[config.mk]
export PLATFORM = sky130hd
export DESIGN_NAME = aq_dual_qualifier
export DESIGN_NICKNAME = d
export VERILOG_FILES = /design/src/rtl/aq_pkg.sv /design/src/rtl/aq_rst_sync.sv /design/src/rtl/aq_event_sel.sv /design/src/rtl/aq_oneshot.sv /design/src/rtl/aq_out_stage.sv /design/src/rtl/aq_dual_qualifier.sv
export SDC_FILE = /design/constraint.sdc
export NUM_CORES = 1
export LEC_CHECK = 0
export ABC_AREA = 1
export BUFFER_PORTS_ARGS = -buffer_cell sky130_fd_sc_hd__buf_2
export CAP_MARGIN = 15
export CORE_ASPECT_RATIO = 0.7
export CORE_UTILIZATION = 47
export CTS_CLUSTER_DIAMETER = 50
export DETAILED_ROUTE_END_ITERATION = 12
export GPL_TIMING_DRIVEN = 0
export PLACE_DENSITY = 0.75
export SLEW_MARGIN = 20
export SYNTH_ARGS = -nofsm -noshare
export SYNTH_HDL_FRONTEND = slang
export SYNTH_SLANG_ARGS = --single-unit
[constraint.sdc]
create_clock -name clk -period 0.8 [get_ports clk]
set_input_delay 0 -clock clk [delete_from_list [all_inputs] [get_ports clk]]
set_output_delay 0 -clock clk [all_outputs]
set_load 0.01 [all_outputs]
[src/rtl/aq_pkg.sv]
package aq_pkg;

  localparam int ACT_W  = 2;
  localparam int NUM_EV = 4;
  localparam int N_CH   = 2;
  localparam int CFG_W  = 6 * ACT_W;

  typedef enum logic [ACT_W-1:0] {
    AQ_KEEP   = 2'b00,
    AQ_LOW    = 2'b01,
    AQ_HIGH   = 2'b10,
    AQ_TOGGLE = 2'b11
  } aq_act_e;

  typedef enum logic [1:0] {
    AQ_MODE_UP   = 2'b00,
    AQ_MODE_DOWN = 2'b01,
    AQ_MODE_UD   = 2'b10,
    AQ_MODE_UD2  = 2'b11
  } aq_mode_e;

  localparam logic [1:0] HOLD_LOW  = 2'b01;
  localparam logic [1:0] HOLD_HIGH = 2'b10;

  // field order from MSB: cmpb down, cmpb up, cmpa down, cmpa up, period, zero
  typedef struct packed {
    aq_act_e cb_dn;
    aq_act_e cb_up;
    aq_act_e ca_dn;
    aq_act_e ca_up;
    aq_act_e prd;
    aq_act_e zro;
  } aq_cfg_t;

  function automatic logic aq_apply(input aq_act_e act, input logic cur);
    logic r;
    case (act)
      AQ_LOW:    r = 1'b0;
      AQ_HIGH:   r = 1'b1;
      AQ_TOGGLE: r = ~cur;
      default:   r = cur;
    endcase
    return r;
  endfunction

endpackage

[src/rtl/aq_rst_sync.sv]
module aq_rst_sync #(
  parameter int STAGES = 2
) (
  input  logic clk,
  input  logic rst_n,
  output logic rst_sync_n
);
  logic [STAGES-1:0] sync_q;
  logic [STAGES-1:0] sync_d;

  always_comb begin
    sync_d = {sync_q[STAGES-2:0], 1'b1};
  end

  always_ff @(posedge clk or negedge rst_n) begin
    if (!rst_n) begin
      sync_q <= '0;
    end else begin
      sync_q <= sync_d;
    end
  end

  assign rst_sync_n = sync_q[STAGES-1];
endmodule

[src/rtl/aq_event_sel.sv]
module aq_event_sel
  import aq_pkg::*;
(
  input  logic     [1:0] cnt_mode,
  input  logic           cnt_up,
  input  logic           ev_zero,
  input  logic           ev_period,
  input  logic           ev_cmpa,
  input  logic           ev_cmpb,
  input  aq_cfg_t        cfg,
  output aq_act_e        ev_act
);
  aq_act_e code_zro, code_prd, code_ca, code_cb;
  logic    slot_v [NUM_EV];
  aq_act_e slot_c [NUM_EV];
  aq_act_e win;

  // direction picks which compare code applies
  always_comb begin
    code_zro = cfg.zro;
    code_prd = cfg.prd;
    code_ca  = cnt_up ? cfg.ca_up : cfg.ca_dn;
    code_cb  = cnt_up ? cfg.cb_up : cfg.cb_dn;
  end

  // slot 0 is the highest priority for the current mode
  always_comb begin
    case (aq_mode_e'(cnt_mode))
      AQ_MODE_UP: begin
        slot_v[0] = ev_period; slot_c[0] = code_prd;
        slot_v[1] = ev_cmpb;   slot_c[1] = code_cb;
        slot_v[2] = ev_cmpa;   slot_c[2] = code_ca;
        slot_v[3] = ev_zero;   slot_c[3] = code_zro;
      end
      AQ_MODE_DOWN: begin
        slot_v[0] = ev_zero;   slot_c[0] = code_zro;
        slot_v[1] = ev_cmpb;   slot_c[1] = code_cb;
        slot_v[2] = ev_cmpa;   slot_c[2] = code_ca;
        slot_v[3] = ev_period; slot_c[3] = code_prd;
      end
      default: begin
        slot_v[0] = ev_cmpb;   slot_c[0] = code_cb;
        slot_v[1] = ev_cmpa;   slot_c[1] = code_ca;
        slot_v[2] = ev_zero;   slot_c[2] = code_zro;
        slot_v[3] = ev_period; slot_c[3] = code_prd;
      end
    endcase
  end

  // scan from lowest to highest so the highest active non-keep code remains
  always_comb begin
    win = AQ_KEEP;
    for (int i = NUM_EV - 1; i >= 0; i--) begin
      if (slot_v[i] && (slot_c[i] != AQ_KEEP)) begin
        win = slot_c[i];
      end
    end
  end

  assign ev_act = win;
endmodule

[src/rtl/aq_oneshot.sv]
module aq_oneshot
  import aq_pkg::*;
(
  input  logic             clk,
  input  logic             rst_n,
  input  logic             req,
  input  logic [ACT_W-1:0] req_act,
  output logic             pend,
  output aq_act_e          pend_act
);
  logic    pend_q, pend_d;
  aq_act_e act_q, act_d;
  logic    act_en;

  always_comb begin
    pend_d = req;
    act_d  = aq_act_e'(req_act);
    act_en = req;
  end

  always_ff @(posedge clk or negedge rst_n) begin
    if (!rst_n) begin
      pend_q <= 1'b0;
      act_q  <= AQ_KEEP;
    end else begin
      pend_q <= pend_d;
      if (act_en) begin
        act_q <= act_d;
      end
    end
  end

  assign pend     = pend_q;
  assign pend_act = act_q;
endmodule

[src/rtl/aq_out_stage.sv]
module aq_out_stage
  import aq_pkg::*;
(
  input  logic       clk,
  input  logic       rst_n,
  input  logic [1:0] hold,
  input  logic       os_pend,
  input  aq_act_e    os_act,
  input  aq_act_e    ev_act,
  output logic       level
);
  aq_act_e sel;
  logic    lvl_q, lvl_d, lvl_en;

  always_comb begin
    sel = (os_pend && (os_act != AQ_KEEP)) ? os_act : ev_act;
    if (hold == HOLD_LOW) begin
      lvl_en = 1'b1;
      lvl_d  = 1'b0;
    end else if (hold == HOLD_HIGH) begin
      lvl_en = 1'b1;
      lvl_d  = 1'b1;
    end else begin
      lvl_en = (sel != AQ_KEEP);
      lvl_d  = aq_apply(sel, lvl_q);
    end
  end

  always_ff @(posedge clk or negedge rst_n) begin
    if (!rst_n) begin
      lvl_q <= 1'b0;
    end else if (lvl_en) begin
      lvl_q <= lvl_d;
    end
  end

  assign level = lvl_q;
endmodule

[src/rtl/aq_dual_qualifier.sv]
module aq_dual_qualifier
  import aq_pkg::*;
(
  input  logic             clk,
  input  logic             rst_n,
  input  logic [1:0]       cnt_mode,
  input  logic             cnt_up,
  input  logic             ev_zero,
  input  logic             ev_period,
  input  logic             ev_cmpa,
  input  logic             ev_cmpb,
  input  logic [CFG_W-1:0] act_cfg_a,
  input  logic [CFG_W-1:0] act_cfg_b,
  input  logic             os_req_a,
  input  logic [ACT_W-1:0] os_act_a,
  input  logic             os_req_b,
  input  logic [ACT_W-1:0] os_act_b,
  input  logic [1:0]       hold_a,
  input  logic [1:0]       hold_b,
  output logic             pwm_a,
  output logic             pwm_b
);
  logic             rst_sync_n;
  aq_cfg_t          ch_cfg  [N_CH];
  logic             ch_req  [N_CH];
  logic [ACT_W-1:0] ch_ract [N_CH];
  logic [1:0]       ch_hold [N_CH];
  logic             ch_lvl  [N_CH];

  always_comb begin
    ch_cfg[0]  = act_cfg_a;  ch_cfg[1]  = act_cfg_b;
    ch_req[0]  = os_req_a;   ch_req[1]  = os_req_b;
    ch_ract[0] = os_act_a;   ch_ract[1] = os_act_b;
    ch_hold[0] = hold_a;     ch_hold[1] = hold_b;
  end

  aq_rst_sync #(.STAGES(2)) u_rst_sync (
    .clk        (clk),
    .rst_n      (rst_n),
    .rst_sync_n (rst_sync_n)
  );

  for (genvar c = 0; c < N_CH; c++) begin : g_ch
    aq_act_e ev_act;
    logic    os_pend;
    aq_act_e os_act;

    aq_event_sel u_sel (
      .cnt_mode  (cnt_mode),
      .cnt_up    (cnt_up),
      .ev_zero   (ev_zero),
      .ev_period (ev_period),
      .ev_cmpa   (ev_cmpa),
      .ev_cmpb   (ev_cmpb),
      .cfg       (ch_cfg[c]),
      .ev_act    (ev_act)
    );

    aq_oneshot u_os (
      .clk      (clk),
      .rst_n    (rst_sync_n),
      .req      (ch_req[c]),
      .req_act  (ch_ract[c]),
      .pend     (os_pend),
      .pend_act (os_act)
    );

    aq_out_stage u_out (
      .clk     (clk),
      .rst_n   (rst_sync_n),
      .hold    (ch_hold[c]),
      .os_pend (os_pend),
      .os_act  (os_act),
      .ev_act  (ev_act),
      .level   (ch_lvl[c])
    );
  end

  assign pwm_a = ch_lvl[0];
  assign pwm_b = ch_lvl[1];
endmodule

[Word level (Yosys, flattened, before mapping)]
Index checks and enable logic that the tools add are counted.
Storage, ports and cells
  register bits after elaboration: 10
  output and inout bits: 2
  logic and storage cells: 74
Cells by class
  muxes and demuxes: 27
  eq/ne operators: 11
  bitwise operators: 2
  reduce and logical (&&, ||, !) cells: 27
Operators with widths (number)
  $pmux 8 s2: 2
  $mux 2: 14
  $reduce_bool 2->1: 12
  $eq 2x2->1 const B: 6
  $eq 2x1->1 const B: 5
  $logic_and 1x1->1: 10
  $reduce_bool 5->1: 2
  $mux 1: 8
  $pmux 4 s2: 1
  $pmux 1 s3: 2
  $reduce_and 2->1: 2
  $logic_not 2->1: 1
  $not 1->1: 2

[Longest topological paths before layout]
  word-level depth: 13
  gate-level depth with buffers: 16
  depth with buffers taken out: 15

[Cells and area by module]
From an unflattened synthesis, not the netlist that was laid out.
Second synthesis, totals
  cell total of the unflattened synthesis: 221
  area total of the unflattened synthesis: 1177.4 um^2
Modules (own cells, without submodules)
  aq_event_sel: area each 344.1 um^2, instances 2, seq. area each 0.0 um^2, cells an instance 78
  aq_oneshot: area each 101.3 um^2, instances 2, seq. area each 75.1 um^2, cells an instance 10
  aq_out_stage at g_ch[1].u_out: area each 136.4 um^2, instances 1, seq. area each 25.0 um^2, cells an instance 24
  aq_out_stage at g_ch[0].u_out: area each 96.3 um^2, instances 1, seq. area each 25.0 um^2, cells an instance 18
  aq_rst_sync: area each 53.8 um^2, instances 1, seq. area each 50.0 um^2, cells an instance 3

[Worst setup path after synthesis]
No wires, ideal clock.
  kind: reg2reg
  from: register g_ch[1].u_os.act_q[0]
  to: register g_ch[1].u_out.lvl_q
  path buffers: 0
  stages on the path, launching flop included: 7
  arrival: 1723 ps
  clock period less this slack: 1848 ps
  slack: -1048 ps
  cells stage by stage: dfrtp_1 -> o21a_1 -> a31oi_1 -> a21oi_2 -> ha_1 -> o31ai_1 -> mux2_2
Between the ends
  longest elaborated chain between the ends: 7
Ends and longest elaborated chain
  from (decl): line aq_oneshot.sv:12  | aq_act_e act_q, act_d;
  from (signal assigned): line aq_oneshot.sv:28  | act_q <= act_d;
  $reduce_bool 2->1: line aq_out_stage.sv:16  | sel = (os_pend && (os_act != AQ_KEEP)) ? os_act : ev_act;
  $logic_and 1x1->1: line aq_out_stage.sv:16
  $mux 2 *: line aq_out_stage.sv:16
  $eq 2x2->1, or another cell as far along: line aq_pkg.sv:37  | case (act)
  $pmux 1 s3 or $mux 1 (tied branches): line aq_pkg.sv:37, aq_out_stage.sv:20
  $mux 1, on equally long branches: line aq_out_stage.sv:20, aq_out_stage.sv:17
  $mux 1 or $reduce_and 2->1 (tied branches)
  to (signal assigned): line aq_out_stage.sv:33  | lvl_q <= lvl_d;
  to (decl): line aq_out_stage.sv:13  | logic lvl_q, lvl_d, lvl_en;
Every way passes the cells marked *; elsewhere a longest branch is shown, timed or not.
A chain may end at the register's enable or synchronous reset.

[Final worst setup path]
Ends and elaborated chain as after synthesis.

==> key figures <==
Critical path
  – Critical Path RT: 0.92 ns
  – WS Path Type: reg2reg
  – CP endpoint kind: flop
  – Critical Path AT: 1.95 ns
  – Startpoint Class: flop
  – Reg2reg setup slack: -1.04 ns
  – CP startpoint: g_ch[1].u_os.pend_act[0]
  – Reg2Reg Depth: 6
  – Crit path max fanout: 4
  – R2r endpoint: g_ch[1].u_out.level
  – Reg-to-Reg Start: g_ch[1].u_os.pend_act[0]

Die
  – Die W: 68.1 um
  – Initial Util: 50.5%
  – Die area: 3280 sq um
  – # IOs: 45
  – Row count: 16
  – Core Region: between 2000 and 3000 sq um
  – Die height: 48.3 um

Synthesis
  – Post-synth net total: 302
  – Most common cell in the netlist: nand2_1
  – Synth top cells by count: 96 x nand2_1, 42 x nand3_1, 40 x inv_1
  – Mapped cell area: between 1000 and 1500 sq um
  – Synth Area per Inst: a little under 6 sq um
  – Synth warn: 0
  – Yosys reg bits: 10
  – Ys flop type: dfrtp_1
  – Largest cells by area after synthesis: nand2_1 25%, dfrtp_1 17%, nand3_1 15%
  – Sequential area share after synthesis: 17.4%
  – Leading area contributor after synthesis: nand2_1
  – EDFF count, synth: 0
  – Syn Inst Count: ~250
  – Post-synth cell types: 26
  – Post-synthesis async set-or-reset flop share: 100%
  – Synth top area share: 25.1%

Placement
  – GP Congestion: approximately 0.84
  – IO buf count: 44
  – Pre-CTS setup slack: -1.34 ns
  – Final HPWL DP: 2.84 mm

STA
  – Final setup violation count: 2
  – Fmax: 544 MHz
  – RSZ-0062 raised after global routing: yes
  – Fin worst setup slack: -1.04 ns
  – Clock Skews: roughly 0.0024 ns
  – Post-route minimum period: 1.84 ns
  – Final period utilization: 230%
  – Final Hold Vio Count: 0
  – Final Slew Violations: 0
  – Total Neg Setup Slack: -2.05 ns
  – WHS: 0.115 ns

Detailed routing
  – 1st-iter DRT viols: 155
  – Total iterations of the first detailed-routing run: 5
  – Routed len/inst: 11.9 um
  – Via density: roughly 5.1
  – Via count: between 1500 and 2000
  – Final WL: roughly 4.1 mm
  – Antenna-violating nets left: 0
  – Drt drc: 0

Clock tree
  – CTS tree: yes
  – Clock Latency Late Sink: 0.23 ns
  – Clk pin slew, worst setup/hold paths: 0.05 ns
  – Clk buf depth: 2
  – Clk root buf: clkbuf_8
  – TritonCTS Buffers: 3
  – CTS Sinks: 10
  – H-tree depth: 1

Finish
  – Number of fill cells: 258
  – Nets: between 300 and 400
  – Antenna diodes: 0
  – Layout cells sized above 1: 32.3%
  – Area Growth Syn to Fin: 44.3%

Global routing
  – Pin count of the biggest net entering global routing: 11
  – First-pass GRT wire length: 5.87 mm
  – Initial antenna violation count: 0
  – Vias in the first global route: 1473
  – Global route overflow: 0
  – Tot GR Track Use: 23.6%

Power
  – Leak: ~1.2 nW
  – VDD IR max: 1.38 mV
  – PwrDens: 1280 nW/um^2

Status
  – Outcome: finished with violations
  – Violated checks: negative setup slack

Flow run
  – Number of max-cap violations: 0

Min path
  – Min-Delay Path Class: in2async
## worst max-delay path, cell delays in order (launching register included)
cell and delay, ns:
dfrtp_1 0.40, o21a_4 0.26, a31oi_4 0.16, a21oi_2 0.10
ha_4 0.25, o31ai_4 0.24, mux2_4 0.32
## state kept, by name (all words and copies together), names as in the netlist
name	cells
g_ch.u_os.pend	2
g_ch.u_os.pend_act	4
g_ch.u_out.level	2
u_rst_sync.sync_q	2
## layout make-up
class	count	area (sq um)	share of cell area [%]
Buffer	7	75.1	3.62
Inverter	42	163	7.85
Timing Repair Buffer	57	355	17.1
Clock buffer	4	55.1	2.66
Multi-Input combinational cell	190	1130	54.5
Tap cell	36	45.0	2.17
Sequential cell	10	250	12.1
## per-layer routing
metal	vias up	routed length (um)	track usage, %
met5	-	0	0
met4	0	0	2.50
met3	0	283	2.10
met2	67	2030	42.7
met1	792	1820	32.0
li1	903	-	-
## placed cells by master, fill, tap and decap left out, drive strengths merged
| master | n |
|---|---|
| a21boi | 2 |
| nand2 | 98 |
| o31ai | 2 |
| ha | 10 |
| nor2 | 9 |
| inv | 42 |
| a21oi | 8 |
| mux2 | 2 |
| o21ai | 8 |
| conb | 1 |
| dlygate4sd3 | 7 |
| clkbuf | 5 |
| nand3 | 44 |
| o21a | 2 |
| buf | 56 |
| dfrtp | 10 |
| nand3b | 2 |
| a31oi | 2 |
## worst max path at each step
stage	endpoint	slack [ns]	cells after the start
finish	g_ch[1].u_out.level	-1.04	6
global placement	g_ch[1].u_out.level	-1.29	14
floorplan	g_ch[1].u_out.level	-0.96	6
detailed placement	g_ch[1].u_out.level	-1.34	14
global route	g_ch[0].u_out.level	-1.10	14
CTS	g_ch[1].u_out.level	-1.05	6
## cell families after synthesis
logic type	count (synthesis)	share of synthesized area (%)
simple gates	153	46.1
buf+inv	49	15.1
compound gates	24	10.9
fa+ha+maj	10	8.71
flops	10	17.4
mux	2	1.57
other cells	1	0.261
## stage by stage
step / cell area [sq um] / util, % / cells / total power, mW
after floorplan: 1460 / - / 249 / 1.38
after global placement: 1730 / 60.7 / 329 / 1.68
after detailed placement: 1730 / 60.7 / 329 / 1.70
after CTS: 1880 / 66.0 / 340 / 2.40
after global routing: 2070 / 72.9 / 346 / 2.88
final: 2070 / 72.9 / 346 / 2.65
## repair_timing
action                                  in CTS  in global routing
gates resized for setup                      6                 37
endpoints found under the setup margin       2                  2
hold endpoints to repair                     8                  0
setup buffers                                0                  3
cloned                                       0                  3
hold buffers                                 7                  0
pin swaps                                    0                  8
## report_power, final
group,leakage [nW],switching [mW],internal [mW]
combinational,1.07,0.740,0.645
sequential,0.120,0.0601,0.581
clock,0.0288,0.189,0.432
total,1.22,0.989,1.66
(Power assumes the default switching activity.)
